--- src/rtl/lcd_wr_pkg.sv ---
package lcd_wr_pkg;

  typedef enum logic [2:0] {
    SQ_IDLE,
    SQ_SETUP,
    SQ_EHIGH,
    SQ_HOLD,
    SQ_WAIT
  } seq_state_e;

  typedef enum logic [1:0] {
    IN_PWRUP,
    IN_ISSUE,
    IN_DRAIN,
    IN_DONE
  } init_state_e;

  localparam int unsigned SCRIPT_LEN = 5;
  localparam logic [7:0]  CMD_CLEAR  = 8'h01;

  // Power-up script, issued in this order
  function automatic logic [7:0] init_cmd(input logic [2:0] idx);
    logic [7:0] b;
    case (idx)
      3'd0:    b = 8'h38;  // 8-bit bus, two lines
      3'd1:    b = 8'h08;  // display off
      3'd2:    b = CMD_CLEAR;
      3'd3:    b = 8'h06;  // cursor increments, no shift
      default: b = 8'h0C;  // display on, no cursor
    endcase
    return b;
  endfunction

  function automatic int unsigned max_of4(input int unsigned a, input int unsigned b,
                                          input int unsigned c, input int unsigned d);
    int unsigned m;
    m = a;
    if (b > m) m = b;
    if (c > m) m = c;
    if (d > m) m = d;
    return m;
  endfunction

endpackage

--- src/rtl/lcd_down_timer.sv ---
module lcd_down_timer #(
  parameter int unsigned W       = 8,
  parameter int unsigned RST_VAL = 0
) (
  input  logic         clk,
  input  logic         rst_n,
  input  logic         load,
  input  logic [W-1:0] load_val,
  output logic         zero
);

  logic [W-1:0] cnt_q, cnt_d;

  always_comb begin
    cnt_d = cnt_q;
    if (load)             cnt_d = load_val;
    else if (cnt_q != '0) cnt_d = cnt_q - 1'b1;
  end

  always_ff @(posedge clk or negedge rst_n) begin
    if (!rst_n) cnt_q <= W'(RST_VAL);
    else        cnt_q <= cnt_d;
  end

  assign zero = (cnt_q == '0);

endmodule

--- src/rtl/lcd_byte_seq.sv ---
module lcd_byte_seq
  import lcd_wr_pkg::*;
#(
  parameter int unsigned EHIGH_CYC    = 24,
  parameter int unsigned EGAP_CYC     = 24,
  parameter int unsigned CMD_WAIT_CYC = 2000,
  parameter int unsigned CLR_WAIT_CYC = 80000
) (
  input  logic       clk,
  input  logic       rst_n,
  input  logic       start,
  input  logic       start_is_data,
  input  logic [7:0] start_byte,
  output logic       idle,
  output logic       bus_rs,
  output logic       bus_e,
  output logic [7:0] bus_db
);

  localparam int unsigned MAXC = max_of4(EHIGH_CYC, EGAP_CYC, CMD_WAIT_CYC, CLR_WAIT_CYC);
  localparam int unsigned CW   = $clog2(MAXC + 1);

  seq_state_e    state_q, state_d;
  logic          rs_q;
  logic [7:0]    db_q;
  logic          e_q;
  logic          cap_en;
  logic          tmr_load;
  logic [CW-1:0] tmr_val;
  logic          tmr_zero;
  logic          is_clear;

  lcd_down_timer #(.W(CW), .RST_VAL(0)) u_tmr (
    .clk      (clk),
    .rst_n    (rst_n),
    .load     (tmr_load),
    .load_val (tmr_val),
    .zero     (tmr_zero)
  );

  assign is_clear = !rs_q && (db_q == CMD_CLEAR);

  always_comb begin
    state_d  = state_q;
    cap_en   = 1'b0;
    tmr_load = 1'b0;
    tmr_val  = '0;
    case (state_q)
      SQ_IDLE: if (start) begin
        cap_en  = 1'b1;
        state_d = SQ_SETUP;
      end
      SQ_SETUP: begin
        tmr_load = 1'b1;
        tmr_val  = CW'(EHIGH_CYC - 1);
        state_d  = SQ_EHIGH;
      end
      SQ_EHIGH: if (tmr_zero) begin
        tmr_load = 1'b1;
        tmr_val  = CW'(EGAP_CYC - 1);
        state_d  = SQ_HOLD;
      end
      SQ_HOLD: if (tmr_zero) begin
        tmr_load = 1'b1;
        tmr_val  = is_clear ? CW'(CLR_WAIT_CYC - 1) : CW'(CMD_WAIT_CYC - 1);
        state_d  = SQ_WAIT;
      end
      SQ_WAIT: if (tmr_zero) state_d = SQ_IDLE;
      default: state_d = SQ_IDLE;
    endcase
  end

  always_ff @(posedge clk or negedge rst_n) begin
    if (!rst_n) begin
      state_q <= SQ_IDLE;
      e_q     <= 1'b0;
    end else begin
      state_q <= state_d;
      e_q     <= (state_d == SQ_EHIGH);
    end
  end

  always_ff @(posedge clk or negedge rst_n) begin
    if (!rst_n) begin
      rs_q <= 1'b0;
      db_q <= '0;
    end else if (cap_en) begin
      rs_q <= start_is_data;
      db_q <= start_byte;
    end
  end

  assign idle   = (state_q == SQ_IDLE);
  assign bus_rs = rs_q;
  assign bus_e  = e_q;
  assign bus_db = db_q;

endmodule

--- src/rtl/lcd_init_ctl.sv ---
module lcd_init_ctl
  import lcd_wr_pkg::*;
#(
  parameter int unsigned PWRUP_CYC = 800000
) (
  input  logic       clk,
  input  logic       rst_n,
  input  logic       seq_idle,
  output logic       issue,
  output logic [7:0] issue_byte,
  output logic       done
);

  localparam int unsigned PW = $clog2(PWRUP_CYC + 1);

  init_state_e state_q, state_d;
  logic [2:0]  idx_q;
  logic        idx_en;
  logic        pw_zero;

  lcd_down_timer #(.W(PW), .RST_VAL(PWRUP_CYC - 1)) u_pwr (
    .clk      (clk),
    .rst_n    (rst_n),
    .load     (1'b0),
    .load_val ('0),
    .zero     (pw_zero)
  );

  always_comb begin
    state_d = state_q;
    issue   = 1'b0;
    idx_en  = 1'b0;
    case (state_q)
      IN_PWRUP: if (pw_zero) state_d = IN_ISSUE;
      IN_ISSUE: if (seq_idle) begin
        issue = 1'b1;
        if (idx_q == 3'(SCRIPT_LEN - 1)) state_d = IN_DRAIN;
        else                             idx_en  = 1'b1;
      end
      IN_DRAIN: if (seq_idle) state_d = IN_DONE;
      default:  state_d = IN_DONE;
    endcase
  end

  always_ff @(posedge clk or negedge rst_n) begin
    if (!rst_n) state_q <= IN_PWRUP;
    else        state_q <= state_d;
  end

  always_ff @(posedge clk or negedge rst_n) begin
    if (!rst_n)      idx_q <= '0;
    else if (idx_en) idx_q <= idx_q + 1'b1;
  end

  assign issue_byte = init_cmd(idx_q);
  assign done       = (state_q == IN_DONE);

endmodule

--- src/rtl/lcd_par_writer.sv ---
module lcd_par_writer #(
  parameter int unsigned PWRUP_CYC       = 800000,
  parameter int unsigned EHIGH_CYC       = 24,
  parameter int unsigned EGAP_CYC        = 24,
  parameter int unsigned CMD_WAIT_CYC    = 2000,
  parameter int unsigned CLR_WAIT_CYC    = 80000,
  parameter int unsigned RST_SYNC_STAGES = 2
) (
  input  logic       clk,
  input  logic       rst_n,
  input  logic       req_valid,
  input  logic       req_is_data,
  input  logic [7:0] req_byte,
  output logic       req_ready,
  output logic       init_done,
  output logic       lcd_rs,
  output logic       lcd_rw,
  output logic       lcd_e,
  output logic [7:0] lcd_db
);

  logic [RST_SYNC_STAGES-1:0] rst_pipe_q;
  logic                       rst_int_n;
  logic                       seq_idle;
  logic                       init_issue;
  logic [7:0]                 init_byte;
  logic                       seq_start;
  logic                       seq_is_data;
  logic [7:0]                 seq_byte;

  // Assert asynchronously, release after RST_SYNC_STAGES clock edges
  generate
    if (RST_SYNC_STAGES == 1) begin : g_sync1
      always_ff @(posedge clk or negedge rst_n) begin
        if (!rst_n) rst_pipe_q <= '0;
        else        rst_pipe_q <= 1'b1;
      end
    end else begin : g_syncn
      always_ff @(posedge clk or negedge rst_n) begin
        if (!rst_n) rst_pipe_q <= '0;
        else        rst_pipe_q <= {rst_pipe_q[RST_SYNC_STAGES-2:0], 1'b1};
      end
    end
  endgenerate

  assign rst_int_n = rst_pipe_q[RST_SYNC_STAGES-1];

  lcd_init_ctl #(.PWRUP_CYC(PWRUP_CYC)) u_init (
    .clk        (clk),
    .rst_n      (rst_int_n),
    .seq_idle   (seq_idle),
    .issue      (init_issue),
    .issue_byte (init_byte),
    .done       (init_done)
  );

  // Before the script finishes only the init controller reaches the sequencer
  always_comb begin
    if (init_done) begin
      seq_start   = req_valid & seq_idle;
      seq_is_data = req_is_data;
      seq_byte    = req_byte;
    end else begin
      seq_start   = init_issue;
      seq_is_data = 1'b0;
      seq_byte    = init_byte;
    end
  end

  lcd_byte_seq #(
    .EHIGH_CYC    (EHIGH_CYC),
    .EGAP_CYC     (EGAP_CYC),
    .CMD_WAIT_CYC (CMD_WAIT_CYC),
    .CLR_WAIT_CYC (CLR_WAIT_CYC)
  ) u_seq (
    .clk           (clk),
    .rst_n         (rst_int_n),
    .start         (seq_start),
    .start_is_data (seq_is_data),
    .start_byte    (seq_byte),
    .idle          (seq_idle),
    .bus_rs        (lcd_rs),
    .bus_e         (lcd_e),
    .bus_db        (lcd_db)
  );

  assign req_ready = init_done & seq_idle;
  assign lcd_rw    = 1'b0;

endmodule

--- config.mk ---
export PLATFORM = sky130hd
export DESIGN_NAME = lcd_par_writer
export DESIGN_NICKNAME = d
export VERILOG_FILES = /design/src/rtl/lcd_wr_pkg.sv /design/src/rtl/lcd_down_timer.sv /design/src/rtl/lcd_byte_seq.sv /design/src/rtl/lcd_init_ctl.sv /design/src/rtl/lcd_par_writer.sv
export SDC_FILE = /design/constraint.sdc
export NUM_CORES = 1
export LEC_CHECK = 0
export BUFFER_PORTS_ARGS = -buffer_cell sky130_fd_sc_hd__buf_2
export CAP_MARGIN = 0
export CORE_ASPECT_RATIO = 1.2
export CORE_MARGIN = 2
export CORE_UTILIZATION = 40
export DETAILED_ROUTE_END_ITERATION = 7
export PLACE_DENSITY_LB_ADDON = 0.08
export SLEW_MARGIN = 20
export SYNTH_ARGS = -nofsm -noshare
export SYNTH_HDL_FRONTEND = slang
export SYNTH_SLANG_ARGS = --single-unit
export TNS_END_PERCENT = 20
--- constraint.sdc ---
create_clock -name clk -period 2.3 [get_ports clk]
set_input_delay 0.46 -clock clk [delete_from_list [all_inputs] [get_ports clk]]
set_output_delay 0.46 -clock clk [all_outputs]
set_load 0.02 [all_outputs]
==> results_dict.tcl <==
set metrics [dict create \
    crit_path_end_kind "flip-flop" \
    ys_warn_count 0 \
    clockBufferDepth 2 \
    dp_hpwl_um 4500 \
    area_delta_synth_final_pct 17.5 \
    skew_ns 0.00608 \
    criticalPathCategory "flip-flop to flip-flop" \
    grt-ovfl-total 0 \
    timing.fmax_ghz 0.478 \
    post-route-period-util 0.910 \
    cp_cell_sequence "or4_4 -> or4_4 -> o21ai_0 -> xor2_1 -> nand2_1" \
    synth-main-ff-cell "dfrtp_1" \
    drtPass1Iterations 4 \
    dp_slack_ns 0.208 \
    cts.htree.levels 3 \
    setup_slack_ns 0.207 \
    syn_area_per_cell_um2 10.1 \
    synth_nets 311 \
    ys_types 50 \
    cp_common_cell "or4_4" \
    multi_input_area_mm2 0.00142 \
    p_per_area_mw_per_mm2 925 \
    numCtsBuffers 9 \
    layout-drive-gt1-share 0.228 \
    wl_per_cell_um 14.6 \
    worst-path-buf-inv 0 \
    drc 0 \
    postSynth.asyncResetShare 1.00 \
    die_y_um 98.0 \
    cts.sinks 57 \
    grt_usage 0.178 \
    path_delay_family "simple AND/OR/NAND/NOR gates" \
    final_nets 348 \
    initial_utilization 0.409 \
    crit_slowest_cell "or4_4" \
    vias 2209 \
    p_leak_nw 1.64 \
    hold_viol_final 0 \
    finalSetupViolCount 0 \
    rsz0062_at_grt "no" \
    worstMarginPinSlew_ns 0.931 \
    cts.clk_slew.worst_paths_ns 0.06 \
    netlist_area_mm2 0.00294 \
    peakVddDrop_mv 0.504 \
    maxCapViolCount 0 \
    diodes 0 \
    min_period_ns 2.09 \
    grt_pass1_wl_um 10700 \
    die_w_um 82.3 \
    final_common_cell "dfrtp_1" \
    clock_latency_ns 0.34 \
    fin_tns_setup_ns 0 \
    coreArea_mm2 0.00719 \
    antenna_found_initial 0 \
    cp_data_arrival_time_ns 2.32 \
    slew_headroom 0.375 \
    wirelength_um 6160 \
    grt_max_degree 39 \
    grt_pass1_vias 2257 \
    drtIter0Drc 32 \
    port_buffers 23 \
    ioPinCount 25 \
    slew_violations 0 \
    regArea_mm2 0.00144 \
    synth_seq_cells 57 \
    crit_path_max_incr_delay_ns 0.57 \
    critPathMaxFanout 5 \
    cts_setup_buffers 0 \
    hold_class "flip-flop to asynchronous set/reset pin" \
    critPathLaunchType "flip-flop" \
    ant_nets 0 \
    outcome "finished clean" \
    crit_required_ns 2.53 \
    cts-root-buf "clkbuf_8" \
    synth_edf_count 0 \
    vias_per_cell 5.22 \
    die_area_mm2 0.00806 \
    fillers 690 \
    synthCells 291 \
    place_congestion 0.749 \
    yosysSeqAreaShare 0.490 \
    row_count 34 \
    cts_tree "built" \
    most-common-layout-cells "dfrtp_1, buf_2, nand2_1" \
]
## final timing paths
| check | from | to | slack, ns | cells after the start |
|---|---|---|---|---|
| min in group clk | req_byte[6] | u_seq.bus_db[6]$_DFFE_PN0P_ | 0.34 | 2 |
| hold / removal | rst_pipe_q[1]$_DFF_PN0_ | u_seq.bus_db[6]$_DFFE_PN0P_ | 0.20 | 0 |
| setup reg to reg | u_seq.u_tmr.cnt_q[7]$_DFFE_PN0P_ | u_seq.u_tmr.cnt_q[2]$_DFFE_PN0P_ | 0.21 | 5 |
| setup / recovery | u_seq.u_tmr.cnt_q[7]$_DFFE_PN0P_ | u_seq.u_tmr.cnt_q[2]$_DFFE_PN0P_ | 0.21 | 5 |
| max in group asynchronous | rst_pipe_q[1]$_DFF_PN0_ | u_init.u_pwr.cnt_q[12]$_DFFE_PN1N_ | 1.50 | 1 |
| hold reg to reg | rst_pipe_q[1]$_DFF_PN0_ | u_seq.bus_db[6]$_DFFE_PN0P_ | 0.20 | 0 |
## power breakdown
group	total [mW]	switching, mW	leakage (nW)	internal (mW)
sequential	1.48	0.255	0.678	1.22
combinational	0.679	0.365	0.842	0.313
clock	1.04	0.394	0.116	0.649
total	3.20	1.02	1.64	2.18
## state kept, by name, summed over array words and instances (netlist names)
name / cells
u_seq.bus_rs: 1
u_seq.u_tmr.cnt_q: 17
u_seq.bus_e: 1
u_seq.bus_db: 8
rst_pipe_q: 2
u_init.u_pwr.cnt_q: 20
u_init.idx_q: 3
u_seq.state_q: 3
u_init.state_q: 2
## cell type report
type	count	area share
Clock inverter	1	0.00869
Clock buffer	15	0.0568
Sequential cell	57	0.418
Tap cell	90	0.0326
Multi-Input combinational cell	214	0.410
Timing Repair Buffer	34	0.0615
Inverter	12	0.0130
## metrics by stage
| stage | instance area, um^2 | instances | power (mW) | utilization | hold slack [ns] |
|---|---|---|---|---|---|
| after floorplan | 2940 | 291 | 1.92 | - | 0.164 |
| after global placement | 3220 | 406 | 2.16 | 0.448 | 0.221 |
| after detailed placement | 3220 | 406 | 2.17 | 0.448 | 0.217 |
| after CTS | 3460 | 423 | 3.24 | 0.481 | 0.220 |
| after global routing | 3460 | 423 | 3.41 | 0.481 | 0.247 |
| final | 3460 | 423 | 3.20 | 0.481 | 0.201 |
## per-layer routing
layer,wire length [um],vias to the layer above,track usage
met3,136,9,0.0555
met4,97,0,0.0692
met1,2800,1064,0.223
met2,3120,24,0.281
met5,0,-,0
li1,-,1112,-
## cell usage after synthesis (5+ instances only)
cell,n,area [um^2]
mux2i_1,5,50.1
nor2b_1,5,31.3
nor4_1,6,37.5
dfstp_2,13,342
or3_1,5,31.3
nand3_1,8,40.0
dfrtp_1,44,1100
nor2_1,17,63.8
a21oi_1,17,85.1
xnor2_1,13,114
nor3_1,17,85.1
o21ai_0,21,105
nand2b_1,6,37.5
clkbuf_1,6,22.5
xor2_1,10,87.6
nand2_1,22,82.6
inv_1,11,41.3
ha_1,8,100
## kinds of logic after synthesis
group | Yosys count | synth area share
and+or+nand+nor | 110 | 0.222
AOI/OAI and AO/OA | 64 | 0.130
DFF | 57 | 0.490
xor gates and xnor gates | 23 | 0.0685
buffers and inverters | 20 | 0.0285
adders and majority gates | 8 | 0.0340
muxes | 7 | 0.0247
other | 2 | 0.00255
## timing repair
item	in CTS	in global routing
hold buffers	1	0
gates resized for setup	0	0
hold endpoints to repair	2	0
setup endpoints to repair	0	0
Power figures use the tool's default switching activity.
